`config.mk`:
```
export PLATFORM = sky130hd
export DESIGN_NAME = dma_chain_engine
export DESIGN_NICKNAME = d
export VERILOG_FILES = /design/src/rtl/dma_chain_engine.sv
export SDC_FILE = /design/constraint.sdc
export NUM_CORES = 1
export LEC_CHECK = 0
export BUFFER_PORTS_ARGS = -buffer_cell sky130_fd_sc_hd__clkbuf_2
export CELL_PAD_IN_SITES_DETAIL_PLACEMENT = 1
export CELL_PAD_IN_SITES_GLOBAL_PLACEMENT = 2
export CORE_ASPECT_RATIO = 0.7
export CORE_MARGIN = 4
export CORE_UTILIZATION = 34
export DETAILED_ROUTE_END_ITERATION = 6
export PLACE_DENSITY = 0.9
export RECOVER_POWER = 50
export SLEW_MARGIN = 20
export SYNTH_ARGS = -nofsm -noshare
export SYNTH_HDL_FRONTEND = slang
export SYNTH_SLANG_ARGS = --single-unit
```
`constraint.sdc`:
```
create_clock -name clk -period 4.6 [get_ports clk]
set_input_delay 0.46 -clock clk [delete_from_list [all_inputs] [get_ports clk]]
set_output_delay 0.46 -clock clk [all_outputs]
set_load 0.005 [all_outputs]
```
`src/rtl/dma_chain_engine.sv`:
```
module dma_chain_engine #(
  parameter int MARK_BYTES = 128,
  parameter int LEN_W      = 16
) (
  input  logic        clk,
  input  logic        rst_n,
  input  logic        reg_we,
  input  logic [3:0]  reg_addr,
  input  logic [31:0] reg_wdata,
  output logic [31:0] reg_rdata,
  output logic        mem_req,
  output logic        mem_we,
  output logic [31:0] mem_addr,
  output logic [31:0] mem_wdata,
  input  logic        mem_ack,
  input  logic        mem_err,
  input  logic [31:0] mem_rdata,
  output logic        dev_tx_valid,
  input  logic        dev_tx_ready,
  output logic [31:0] dev_tx_data,
  input  logic        dev_rx_valid,
  output logic        dev_rx_ready,
  input  logic [31:0] dev_rx_data
);
  localparam int MARK_WORDS = MARK_BYTES / 4;
  localparam int MC_W       = $clog2(MARK_WORDS);
  localparam int REM_W      = LEN_W + 1;

  typedef enum logic [2:0] {S_IDLE, S_FETCH, S_RD, S_TX, S_RX, S_WR, S_MARK} st_e;

  st_e              st_q;
  logic [31:0]      timing_q, tbl_lo_q, tbl_hi_q, mark_q;
  logic [31:0]      cur_q, fetch_q, buf_q, bcd_q, bcm_q;
  logic             dir_q, stop_q, err_q, eol_q;
  logic [1:0]       widx_q;
  logic [REM_W-1:0] rem_q;
  logic [MC_W-1:0]  mcnt_q;

  wire        ctrl_wr  = reg_we && reg_addr == 4'd7;
  wire        stop_wr  = ctrl_wr && reg_wdata[1];
  wire        active   = st_q != S_IDLE;
  wire [31:0] step     = (rem_q >= REM_W'(4)) ? 32'd4 : 32'(rem_q[2:0]);
  wire [REM_W-1:0] rem_nx = rem_q - REM_W'(step);
  wire [31:0] rd_sw    = {mem_rdata[7:0], mem_rdata[15:8], mem_rdata[23:16], mem_rdata[31:24]};
  wire [LEN_W-1:0] len_f = rd_sw[LEN_W-1:0];
  st_e        data_st, after_word;
  logic [31:0] addr_c;

  assign data_st    = dir_q ? S_RX : S_RD;
  assign after_word = (rem_nx == '0) ? ((eol_q || stop_q) ? S_MARK : S_FETCH)
                                     : (stop_q ? S_MARK : data_st);

  always_ff @(posedge clk) begin
    if (!rst_n) begin
      st_q <= S_IDLE;
      timing_q <= '0; tbl_lo_q <= '0; tbl_hi_q <= '0; mark_q <= '0;
      cur_q <= '0; fetch_q <= '0; buf_q <= '0; bcd_q <= '0; bcm_q <= '0;
      dir_q <= 1'b0; stop_q <= 1'b0; err_q <= 1'b0; eol_q <= 1'b0;
      widx_q <= '0; rem_q <= '0; mcnt_q <= '0;
    end else begin
      if (reg_we) begin
        case (reg_addr)
          4'd0: timing_q <= reg_wdata;
          4'd1: tbl_lo_q <= reg_wdata;
          4'd2: tbl_hi_q <= reg_wdata;
          4'd8: mark_q   <= reg_wdata;
          default: ;
        endcase
      end
      if (st_q == S_IDLE) stop_q <= 1'b0;
      if (st_q != S_MARK) mcnt_q <= '0;
      case (st_q)
        S_IDLE: if (ctrl_wr) begin
          dir_q <= reg_wdata[2];
          if (reg_wdata[0]) begin
            fetch_q <= tbl_lo_q;
            widx_q  <= '0;
            bcd_q   <= '0;
            bcm_q   <= '0;
            st_q    <= S_FETCH;
          end
        end
        S_FETCH: if (mem_ack) begin
          if (mem_err) begin
            err_q <= 1'b1;
            st_q  <= S_MARK;
          end else begin
            widx_q <= widx_q + 2'd1;
            if (widx_q == 2'd1) cur_q <= rd_sw;
            if (widx_q == 2'd3) begin
              rem_q   <= (len_f == '0) ? {1'b1, {LEN_W{1'b0}}} : {1'b0, len_f};
              eol_q   <= rd_sw[31];
              fetch_q <= fetch_q + 32'd16;
              st_q    <= stop_q ? S_MARK : data_st;
            end
          end
        end
        S_RD: if (mem_ack) begin
          if (mem_err) begin
            err_q <= 1'b1;
            st_q  <= S_MARK;
          end else begin
            buf_q <= mem_rdata;
            bcm_q <= bcm_q + step;
            st_q  <= S_TX;
          end
        end
        S_TX: if (dev_tx_ready) begin
          bcd_q <= bcd_q + step;
          rem_q <= rem_nx;
          cur_q <= cur_q + 32'd4;
          st_q  <= after_word;
        end
        S_RX: begin
          if (dev_rx_valid) begin
            buf_q <= dev_rx_data;
            bcd_q <= bcd_q + step;
            st_q  <= S_WR;
          end else if (stop_q) begin
            st_q <= S_MARK;
          end
        end
        S_WR: if (mem_ack) begin
          if (mem_err) begin
            err_q <= 1'b1;
            st_q  <= S_MARK;
          end else begin
            bcm_q <= bcm_q + step;
            rem_q <= rem_nx;
            cur_q <= cur_q + 32'd4;
            st_q  <= after_word;
          end
        end
        S_MARK: if (mem_ack) begin
          mcnt_q <= mcnt_q + 1'b1;
          if (mcnt_q == MC_W'(MARK_WORDS - 1)) begin
            st_q   <= S_IDLE;
            stop_q <= 1'b0;
          end
        end
        default: st_q <= S_IDLE;
      endcase
      if (stop_wr) begin
        stop_q <= 1'b1;
        err_q  <= 1'b0;
      end
    end
  end

  always_comb begin
    case (st_q)
      S_FETCH: addr_c = fetch_q + {28'd0, widx_q, 2'b00};
      S_MARK:  addr_c = mark_q + (32'(mcnt_q) << 2);
      default: addr_c = cur_q;
    endcase
  end

  assign mem_req      = st_q == S_FETCH || st_q == S_RD || st_q == S_WR || st_q == S_MARK;
  assign mem_we       = st_q == S_WR || st_q == S_MARK;
  assign mem_addr     = {addr_c[31:2], 2'b00};
  assign mem_wdata    = (st_q == S_MARK) ? 32'hFFFF_FFFF : buf_q;
  assign dev_tx_valid = st_q == S_TX;
  assign dev_tx_data  = buf_q;
  assign dev_rx_ready = st_q == S_RX;

  always_comb begin
    case (reg_addr)
      4'd0: reg_rdata = timing_q;
      4'd1: reg_rdata = tbl_lo_q;
      4'd2: reg_rdata = tbl_hi_q;
      4'd3: reg_rdata = cur_q;
      4'd5: reg_rdata = bcd_q;
      4'd6: reg_rdata = bcm_q;
      4'd7: reg_rdata = {27'd0, err_q, active, dir_q, stop_q, 1'b0};
      4'd8: reg_rdata = mark_q;
      default: reg_rdata = 32'd0;
    endcase
  end

  AST_REQ_HOLD: assert property (@(posedge clk) disable iff (!rst_n)
    mem_req && !mem_ack |=> mem_req && $stable(mem_addr) && $stable(mem_we) && $stable(mem_wdata));
  AST_TX_HOLD: assert property (@(posedge clk) disable iff (!rst_n)
    dev_tx_valid && !dev_tx_ready |=> dev_tx_valid && $stable(dev_tx_data));
  AST_SKEW_TO_DEV: assert property (@(posedge clk) disable iff (!rst_n)
    active && !dir_q |-> (bcm_q - bcd_q) <= 32'd4);
  AST_SKEW_TO_MEM: assert property (@(posedge clk) disable iff (!rst_n)
    active && dir_q |-> (bcd_q - bcm_q) <= 32'd4);
  AST_START_IDLE: assert property (@(posedge clk) disable iff (!rst_n)
    $rose(active) |-> $past(ctrl_wr && reg_wdata[0]));
  AST_STOP_CLEARS: assert property (@(posedge clk) disable iff (!rst_n)
    !active && !stop_wr |=> !stop_q);
  AST_ERR_STICKY: assert property (@(posedge clk) disable iff (!rst_n)
    err_q && !stop_wr |=> err_q);
  AST_END_AFTER_MARK: assert property (@(posedge clk) disable iff (!rst_n)
    $fell(active) |-> $past(mem_ack && mem_we));
endmodule

```
After elaboration in Yosys (flattened, before gate mapping) --
Index checks and enable logic that the tools add are counted.
Operators by class: muxes and demuxes 69, bitwise gates (word level) 2, $add $sub $neg 9, magnitude comparators 1, reductions and logical operators 35, equal/unequal tests 35
Operator list (count):
- two-way mux 32 bit | 21
- case mux 32 bit (2 select lines) | 4
- case mux 32 bit (8 select lines) | 1
- case mux 32 bit (3 select lines) | 2
- two-way mux 17 bit | 7
- adder 32 x 3 -> 32 bit | 2
- two-way mux 3 bit | 19
- case mux 17 bit (3 select lines) | 1
- adder 32 x 3 -> 32 bit (second input constant) | 1
- adder 32 x 4 -> 32 bit | 1
- adder 32 x 5 -> 32 bit (second input constant) | 1
- adder 32 x 7 -> 32 bit | 1
- != test 2 bit (second input constant) | 14
- case mux 3 bit (7 select lines) | 1
- greater-or-equal comparator 17 x 3 -> 1 bit (second input constant) | 1
- zero test 17 bit | 1
- subtractor 17 x 3 -> 17 bit | 1
- zero test 16 bit | 1
- two-way mux 5 bit | 3
- AND reduction 5 bit | 3
- AND reduction 7 bit | 2
- equality test 4 x 3 -> 1 bit (second input constant) | 3
- AND reduction 10 bit | 1
- AND reduction 2 bit | 5
- other kinds (29) | 54
Word-level totals: logic and storage cells 168, bits of input ports 107, register bits after elaboration 319

Logic depth before layout (Yosys ltp) --
Gate-level depths: netlist of the first run.
word-level depth 8, gate-level depth with buffers 15, mapped depth without buffers 11

Worst setup path after synthesis of the first run --
No wires, ideal clock.
path type flip-flop to flip-flop, from register rem_q[5], to register bcm_q[31], period minus slack after synthesis 3.323 ns, setup slack 1.277 ns, path buffers 2, cell stages (with the launch flop) 12, setup time 0.071 ns, arrival 3.253 ns, path through dfxtp_1 -> or4_1 -> clkbuf_1 -> nor4_1 -> and2_1 -> ha_1 -> a21o_1 -> a21oi_1 -> or4b_1 -> buf_2 -> or3_1 -> a21oi_1
On the way: cells in the longest elaborated chain, start to end 6
RTL lines:
- start, declared | line 36 | logic [REM_W-1:0] rem_q;
- start signal, assigned | line 91 | rem_q <= (len_f == '0) ? {1'b1, {LEN_W{1'b0}}} : {1'b0, len_f};
- start signal, assigned | line 110 | rem_q <= rem_nx;
- start signal, assigned | line 129 | rem_q <= rem_nx;
- greater-or-equal comparator 17 x 3 -> 1 bit | line 42 | wire [31:0] step = (rem_q >= REM_W'(4)) ? 32'd4 : 32'(rem_q[2:0]);
- two-way mux 3 bit | line 42
- adder 32 x 3 -> 32 bit | line 104, 128
- two-way mux 32 bit | line 99, 124
- two-way mux 32 bit | line 123 | S_WR: if (mem_ack) begin
- case mux 32 bit (2 select lines) | line 72 | case (st_q)
- end signal, assigned | line 104 | bcm_q <= bcm_q + step;
- end signal, assigned | line 128 | bcm_q <= bcm_q + step;
- end, declared | line 33 | logic [31:0] cur_q, fetch_q, buf_q, bcd_q, bcm_q;
No other way between the ends. The select of a mux whose other input is x is not followed. A chain may end at the register's enable or synchronous reset.

Final worst setup path of the first run --
from register st_q[2], to output port mem_addr[12]
On the way: cells in the longest elaborated chain, start to end 2, elaborated cells on any way between the ends 3, classes of those cells eq/ne: 2; mux: 1
RTL lines:
- start, declared | line 31 | st_e st_q;
- start signal, assigned | line 94 | st_q <= stop_q ? S_MARK : data_st;
- start signal, assigned | line 112 | st_q <= after_word;
- start signal, assigned | line 131 | st_q <= after_word;
- equality test 3 bit or equality test 3 x 1 -> 1 bit (tied branches) | line 151 | case (st_q)
- case mux 32 bit (2 select lines) (*) | line 151
- end, declared | line 13 | output logic [31:0] mem_addr,
Mark *: on every way between the ends. The rest lies on a longest branch, timed or not.

==> impl_metrics.toml, run 1 <==
[pwr]
leakage_nw = 7.497
pwr-share-seq_pct = 35.9
power_frac_comb_pct = 27.1
p_sw_mw = 2.995
internal-power_mw = 5.490
sw_frac_of_total_pct = 35.30
ir_worst_vdd_uv = 218.9
clockPowerShare_pct = 37.1
p_per_area_nw_per_um2 = 403.2

[setup_path]
cp.arrival_ns = 3.72
r2r_cells = 8
r2r_start = "st_q[2]"
required_ns = 4.14
path_max_fanout = 30
regToRegSetupSlack_ns = 0.72
critPathCaptureType = "output pin"
r2r-end = "bcd_q[16]"
start_kind = "flop"
crit_type = "flop to output pin"

[placement]
dp_hpwl_um = 57150
place_ws_ns = 0.9426
place.gp.congestion = 0.9825
port_buffers = 236
placed_cells = 3189

[routing]
route.vias.total = 19700
first_iter_violations = 1971
drc = 0
drt_wl_total_um = 78520
wire_per_inst_um = 24.11
via_per_inst = 6.050
dr.pass1.iters = 6
ant_nets = 0

[worst_hold_path]
min_path_type = "input pin to flop"
whs_endpoint = "tbl_lo_q[17]"
hold_path_depth = 3
worstHoldStart = "reg_wdata[17]"

[layout]
final_util_pct = 40.17
n_antenna_cell = 0
final_common_cell = "nand2_1"
instances_no_fill = 3256
syn2layout_area_growth_pct = 16.62
final_nets = 2675
mostFrequentLayoutCells = "nand2_1 (428), dfxtp_1 (317), clkbuf_2 (220), a21oi_1 (215), nor2_1 (205)"
drive_gt1_share_pct = 14.31

[timing]
layout_min_cycle_time_ns = 4.180
skew_ns = 0.03107
finalHoldViolations = 0
tns_ns = 0
tightestPinTransition_ns = 1.757
maxSlewViolCount = 132
rsz0062_at_grt = "false"
fmax_ghz = 0.2392
setup_viol = 0
post-route-period-util_pct = 90.87
setup_ws_ns = 0.4198
slew_headroom_pct = -17.41
whs_ns = 0.1529

[die]
die_h_um = 200.7
io_pins = 239
dieArea_um2 = 56870
fp.dieW_um = 283.3
initial_core_util_pct = 34.45
rows = 70
core-area_um2 = 52380

[outcome]
status = "complete, but fails checks"
violations = "max-capacitance violations, max-slew violations"

[global_route]
antenna_found_initial = 1
grt_overflow = 0
track_usage_pct = 26.30
grt_max_degree = 119
grt_pass1_wl_um = 119300
grt_pass1_vias = 19630

[yosys]
synth_area_per_cell_um2 = 7.505
synth_fa_ha_area_share_pct = 1.831
synth_compound_area_share_pct = 23.03
synth_xor_xnor_area_share_pct = 4.661
syn_inst = 2404
synthSimpleGateAreaFrac_pct = 27.35
yosys_register_bits = 317
synth_seq_area_share_pct = 35.18
synth_cell_types = 79
yosys_warnings = 0
synth_edf_count = 0
synth_top_family_by_area = "simple AND/OR/NAND/NOR gates"
synth_area_um2 = 18040
ys.flop_type = "dfxtp_1"
muxShareOfSynthArea_pct = 3.162
ys_async_sr_fraction_pct = 0

[clocking]
postCtsSetupRepairBufs = 0
cts-buffers-inserted = 37
clk_path_buf_depth = 3
clkLatencyLatePin_ns = 0.58
cts_root_buffer = "clkbuf_16"
holdBufCountCts = 0
clk_pin_slew_ns = 0.06
cts_tree = "yes"
h-tree-depth = 2
ctsResizeCount = 0
clock_sinks = 317

[job]
drv_cap = 4
[layout make-up]
cell class                      count  area [um^2]
Tap cell                          684        855.8
Inverter                           34        132.6
Fill cell                        6567        31340
Sequential cell                   317         6346
Clock buffer                       54         1080
Clock inverter                     13        196.4
Timing Repair Buffer              292         1548
Multi-Input combinational cell   1862        10880
[critical path: stages, from the launching register on]
cell      delay [ns]
dfxtp_1         0.30
clkbuf_1        0.90
nor2b_1         0.23
buf_4           0.22
and2_1          0.15
buf_4           0.25
nor2_2          0.06
buf_4           0.26
a22oi_1         0.22
o21ai_0         0.32
clkbuf_2        0.23
[worst max path at each step]
stage               start           end  depth (start not counted)
2_1_floorplan    rem_q[5]     bcm_q[31]                         11
3_3_place_gp     rem_q[5]     bcd_q[16]                         12
3_5_place_dp     rem_q[5]     bcm_q[25]                         10
4_1_cts        fetch_q[4]  mem_addr[28]                          8
5_1_grt           st_q[2]  mem_addr[12]                         10
6_report          st_q[2]  mem_addr[12]                         10
[cells by family (layout without fill, tap and decap cells)]
logic type | count (synthesis) | in the layout
AND/OR/NAND/NOR | 1050 | 1050
AO/OA/AOI/OAI | 633 | 633
flip-flops | 317 | 317
buffers and inverters | 227 | 393
XOR/XNOR | 96 | 96
multiplexers | 56 | 56
adder cells (fa/ha/maj) | 24 | 24
other | 1 | 3
[flip-flops by register name (all words and copies together) (netlist names), 2 cells and up]
register and count:
bcd_q 32, bcm_q 32, cur_q 32, dev_tx_data 32, mark_q 32, tbl_hi_q 32
tbl_lo_q 32, timing_q 32, fetch_q 30, rem_q 17, mcnt_q 5, st_q 3
widx_q 2
[power groups by stage]
stage | logic (mW) | clock network, mW | registers (mW)
after floorplan | 1.46 | 0 | 3.01
after global placement | 2.20 | 0 | 3.09
after detailed placement | 2.27 | 0 | 3.10
after CTS | 2.28 | 3.19 | 3.04
after global routing | 2.49 | 3.31 | 3.06
final | 2.30 | 3.14 | 3.04
[cell usage after synthesis, drive strengths merged, types with 21 or more instances]
| cell | n | area, um^2 |
|---|---|---|
| inv | 34 | 127.6 |
| a22oi | 104 | 780.8 |
| nor4 | 48 | 306.5 |
| xnor2 | 77 | 674.4 |
| clkbuf | 178 | 669.4 |
| and3 | 26 | 162.7 |
| a211oi | 42 | 315.3 |
| nand3 | 87 | 435.4 |
| nand4 | 39 | 250.2 |
| nand2 | 431 | 1618 |
| dfxtp | 317 | 6346 |
| o31ai | 21 | 162.6 |
| a21o | 24 | 180.2 |
| nand2b | 52 | 325.3 |
| nor2 | 211 | 792.0 |
| or3 | 22 | 137.6 |
| a21oi | 215 | 1076 |
| mux2i | 48 | 480.5 |
| nor3 | 46 | 235.2 |
| o21ai | 89 | 445.4 |
[through the flow]
stage | power (mW) | instance area (um^2)
after floorplan | 4.476 | 18050
after global placement | 5.295 | 19840
after detailed placement | 5.374 | 19840
after CTS | 8.515 | 21120
after global routing | 8.860 | 21040
final | 8.484 | 21040
[routing by layer]
| metal | global-route usage, % | wire [um] |
|---|---|---|
| met1 | 35.79 | 34290 |
| met2 | 40.73 | 34680 |
| met3 | 4.779 | 5930 |
| met4 | 11.75 | 3600 |
| met5 | 0 | 13 |
Note: power is estimated with default switching activity, not from simulation.
==> run 2, diff against run 1 <==
Settings changed: CORE_MARGIN 4 to 1.5, MAX_ROUTING_LAYER set to met4.
==> run 2 against run 1 <==
  * The run still ends with max-capacitance violations, max-slew violations left
  * Wire length fell by 0.46%
  * Final area up 0.12%
  * Power about the same
  * First-iteration DRC count fell by 6.5%
  * Clock-buffer cell count shrank 3
  * Clock power is essentially flat
  * Critical path type unchanged
  * Sequential share of layout area about the same
==> impl_metrics.toml, run 2 (synthesized netlist as in run 1, its figures left out) <==
[placement]
place.gp.congestion = 0.9528
dp_hpwl_um = 56550
place_ws_ns = 0.9715
port_buffers = 236

[timing]
slew_headroom_pct = -29.25
finalHoldViolations = 0
fmax_ghz = 0.2425
tns_ns = 0
layout_min_cycle_time_ns = 4.124
setup_ws_ns = 0.4758
skew_ns = 0.02516
post-route-period-util_pct = 89.66
setup_viol = 0
rsz0062_at_grt = "false"
tightestPinTransition_ns = 1.939
maxSlewViolCount = 92

[clocking]
cts_tree = "yes"
holdBufCountCts = 0
h-tree-depth = 2
clk_path_buf_depth = 3
ctsResizeCount = 0
clk_pin_slew_ns = 0.07
cts-buffers-inserted = 36
cts_root_buffer = "clkbuf_16"
postCtsSetupRepairBufs = 0
clock_sinks = 317
clkLatencyLatePin_ns = 0.57

[layout]
drive_gt1_share_pct = 14.64
final_common_cell = "nand2_1"
mostFrequentLayoutCells = "nand2_1 (427), dfxtp_1 (317), clkbuf_2 (221), a21oi_1 (214), nor2_1 (204)"
syn2layout_area_growth_pct = 16.77
final_nets = 2671
final_util_pct = 40.29

[pwr]
leakage_nw = 7.508
ir_worst_vdd_uv = 202.0
p_per_area_nw_per_um2 = 402.9
sw_frac_of_total_pct = 35.60
clockPowerShare_pct = 37.1
p_sw_mw = 3.022
power_frac_comb_pct = 27.1
pwr-share-seq_pct = 35.8
internal-power_mw = 5.466

[setup_path]
cpMaxStageDelayCell = "nor2_2"
cp.arrival_ns = 3.66
path_max_fanout = 29
critical-path-max-stage-delay_ns = 0.85
path_delay_family = "buffers and inverters"
crit_type = "flop to output pin"
path_cells = "buf_4, nor2b_1, buf_4, and2_1, clkbuf_1, nor2_2, a22oi_1, o21ai_0, clkbuf_2"
path_buf_inv = 4
critPathCaptureType = "output pin"
crit_top_cell = "buf_4"
required_ns = 4.14
start_kind = "flop"

[die]
die_h_um = 195.7
fp.dieW_um = 278.3
core-area_um2 = 52290
dieArea_um2 = 54470
io_pins = 239
rows = 70
initial_core_util_pct = 34.50

[global_route]
grt_overflow = 0
track_usage_pct = 28.48
grt_pass1_vias = 19500
grt_max_degree = 96
grt_pass1_wl_um = 118300
antenna_found_initial = 2

[outcome]
violations = "max-capacitance violations, max-slew violations"
status = "complete, but fails checks"

[job]
drv_cap = 1

[routing]
ant_nets = 0
drc = 0
wire_per_inst_um = 24.07
drt_wl_total_um = 78160
first_iter_violations = 1843
via_per_inst = 6.026
dr.pass1.iters = 5
route.vias.total = 19570

[worst_hold_path]
min_path_type = "input pin to flop"
-- run 2: metrics by stage --
step           total power, mW  std cells  instance area [um^2]  hold WS (ns)
3_3_place_gp             5.297       3186                 19850        0.4385
4_1_cts                  8.494       3246                 21100        0.1394
2_1_floorplan            4.476       2406                 18050        0.4338
5_1_grt                  8.831       3247                 21070        0.1629
3_5_place_dp             5.372       3186                 19850        0.4474
6_report                 8.488       3247                 21070        0.1534
-- run 2: worst paths after layout --
path	start	to	slack, ns	cells after the start
setup reg to reg	rem_q[5]	bcm_q[29]	0.80	10
hold reg to reg	timing_q[28]	timing_q[28]	0.46	2
hold / removal	reg_wdata[29]	mark_q[29]	0.15	3
setup / recovery	st_q[0]	mem_addr[12]	0.48	9
-- run 2: cell type report --
class	instances	area [um^2]
flip-flops and latches	317	6346
multi-input cells	1862	10910
clock buffers	51	1047
well taps	684	855.8
repair buffers	289	1570
inverters	34	131.4
diodes	1	2.502
fillers	6387	31220
clock inverters	9	200.2
-- run 2: worst register-to-register path: cells and delay by family, from the launching register on --
kind | cells | cell delay (ns)
AOI/OAI and AO/OA | 3 | 0.48
adders and majority gates | 1 | 0.23
DFF | 1 | 0.37
buffers and inverters | 1 | 0.25
and+or+nand+nor | 5 | 2.39
-- run 2: metal layers --
| metal | GRT usage [%] | part of all wire, % | vias to the layer above | wire length [um] |
|---|---|---|---|---|
| met5 | - | 0 | - | 0 |
| met4 | 9.998 | 3.5 | 0 | 2746 |
| met3 | 3.001 | 5.7 | 142 | 4472 |
| met2 | 44.73 | 46 | 646 | 36000 |
| met1 | 38.11 | 45 | 9875 | 34940 |
| li1 | - | - | 8904 | - |
-- run 2: power groups by stage --
| stage | sequential [mW] | combinational [mW] | clock [mW] |
|---|---|---|---|
| after global routing | 3.05 | 2.50 | 3.28 |
| after global placement | 3.08 | 2.21 | 0 |
| after CTS | 3.03 | 2.29 | 3.17 |
| after floorplan | 3.01 | 1.46 | 0 |
| final | 3.03 | 2.30 | 3.15 |
| after detailed placement | 3.09 | 2.28 | 0 |
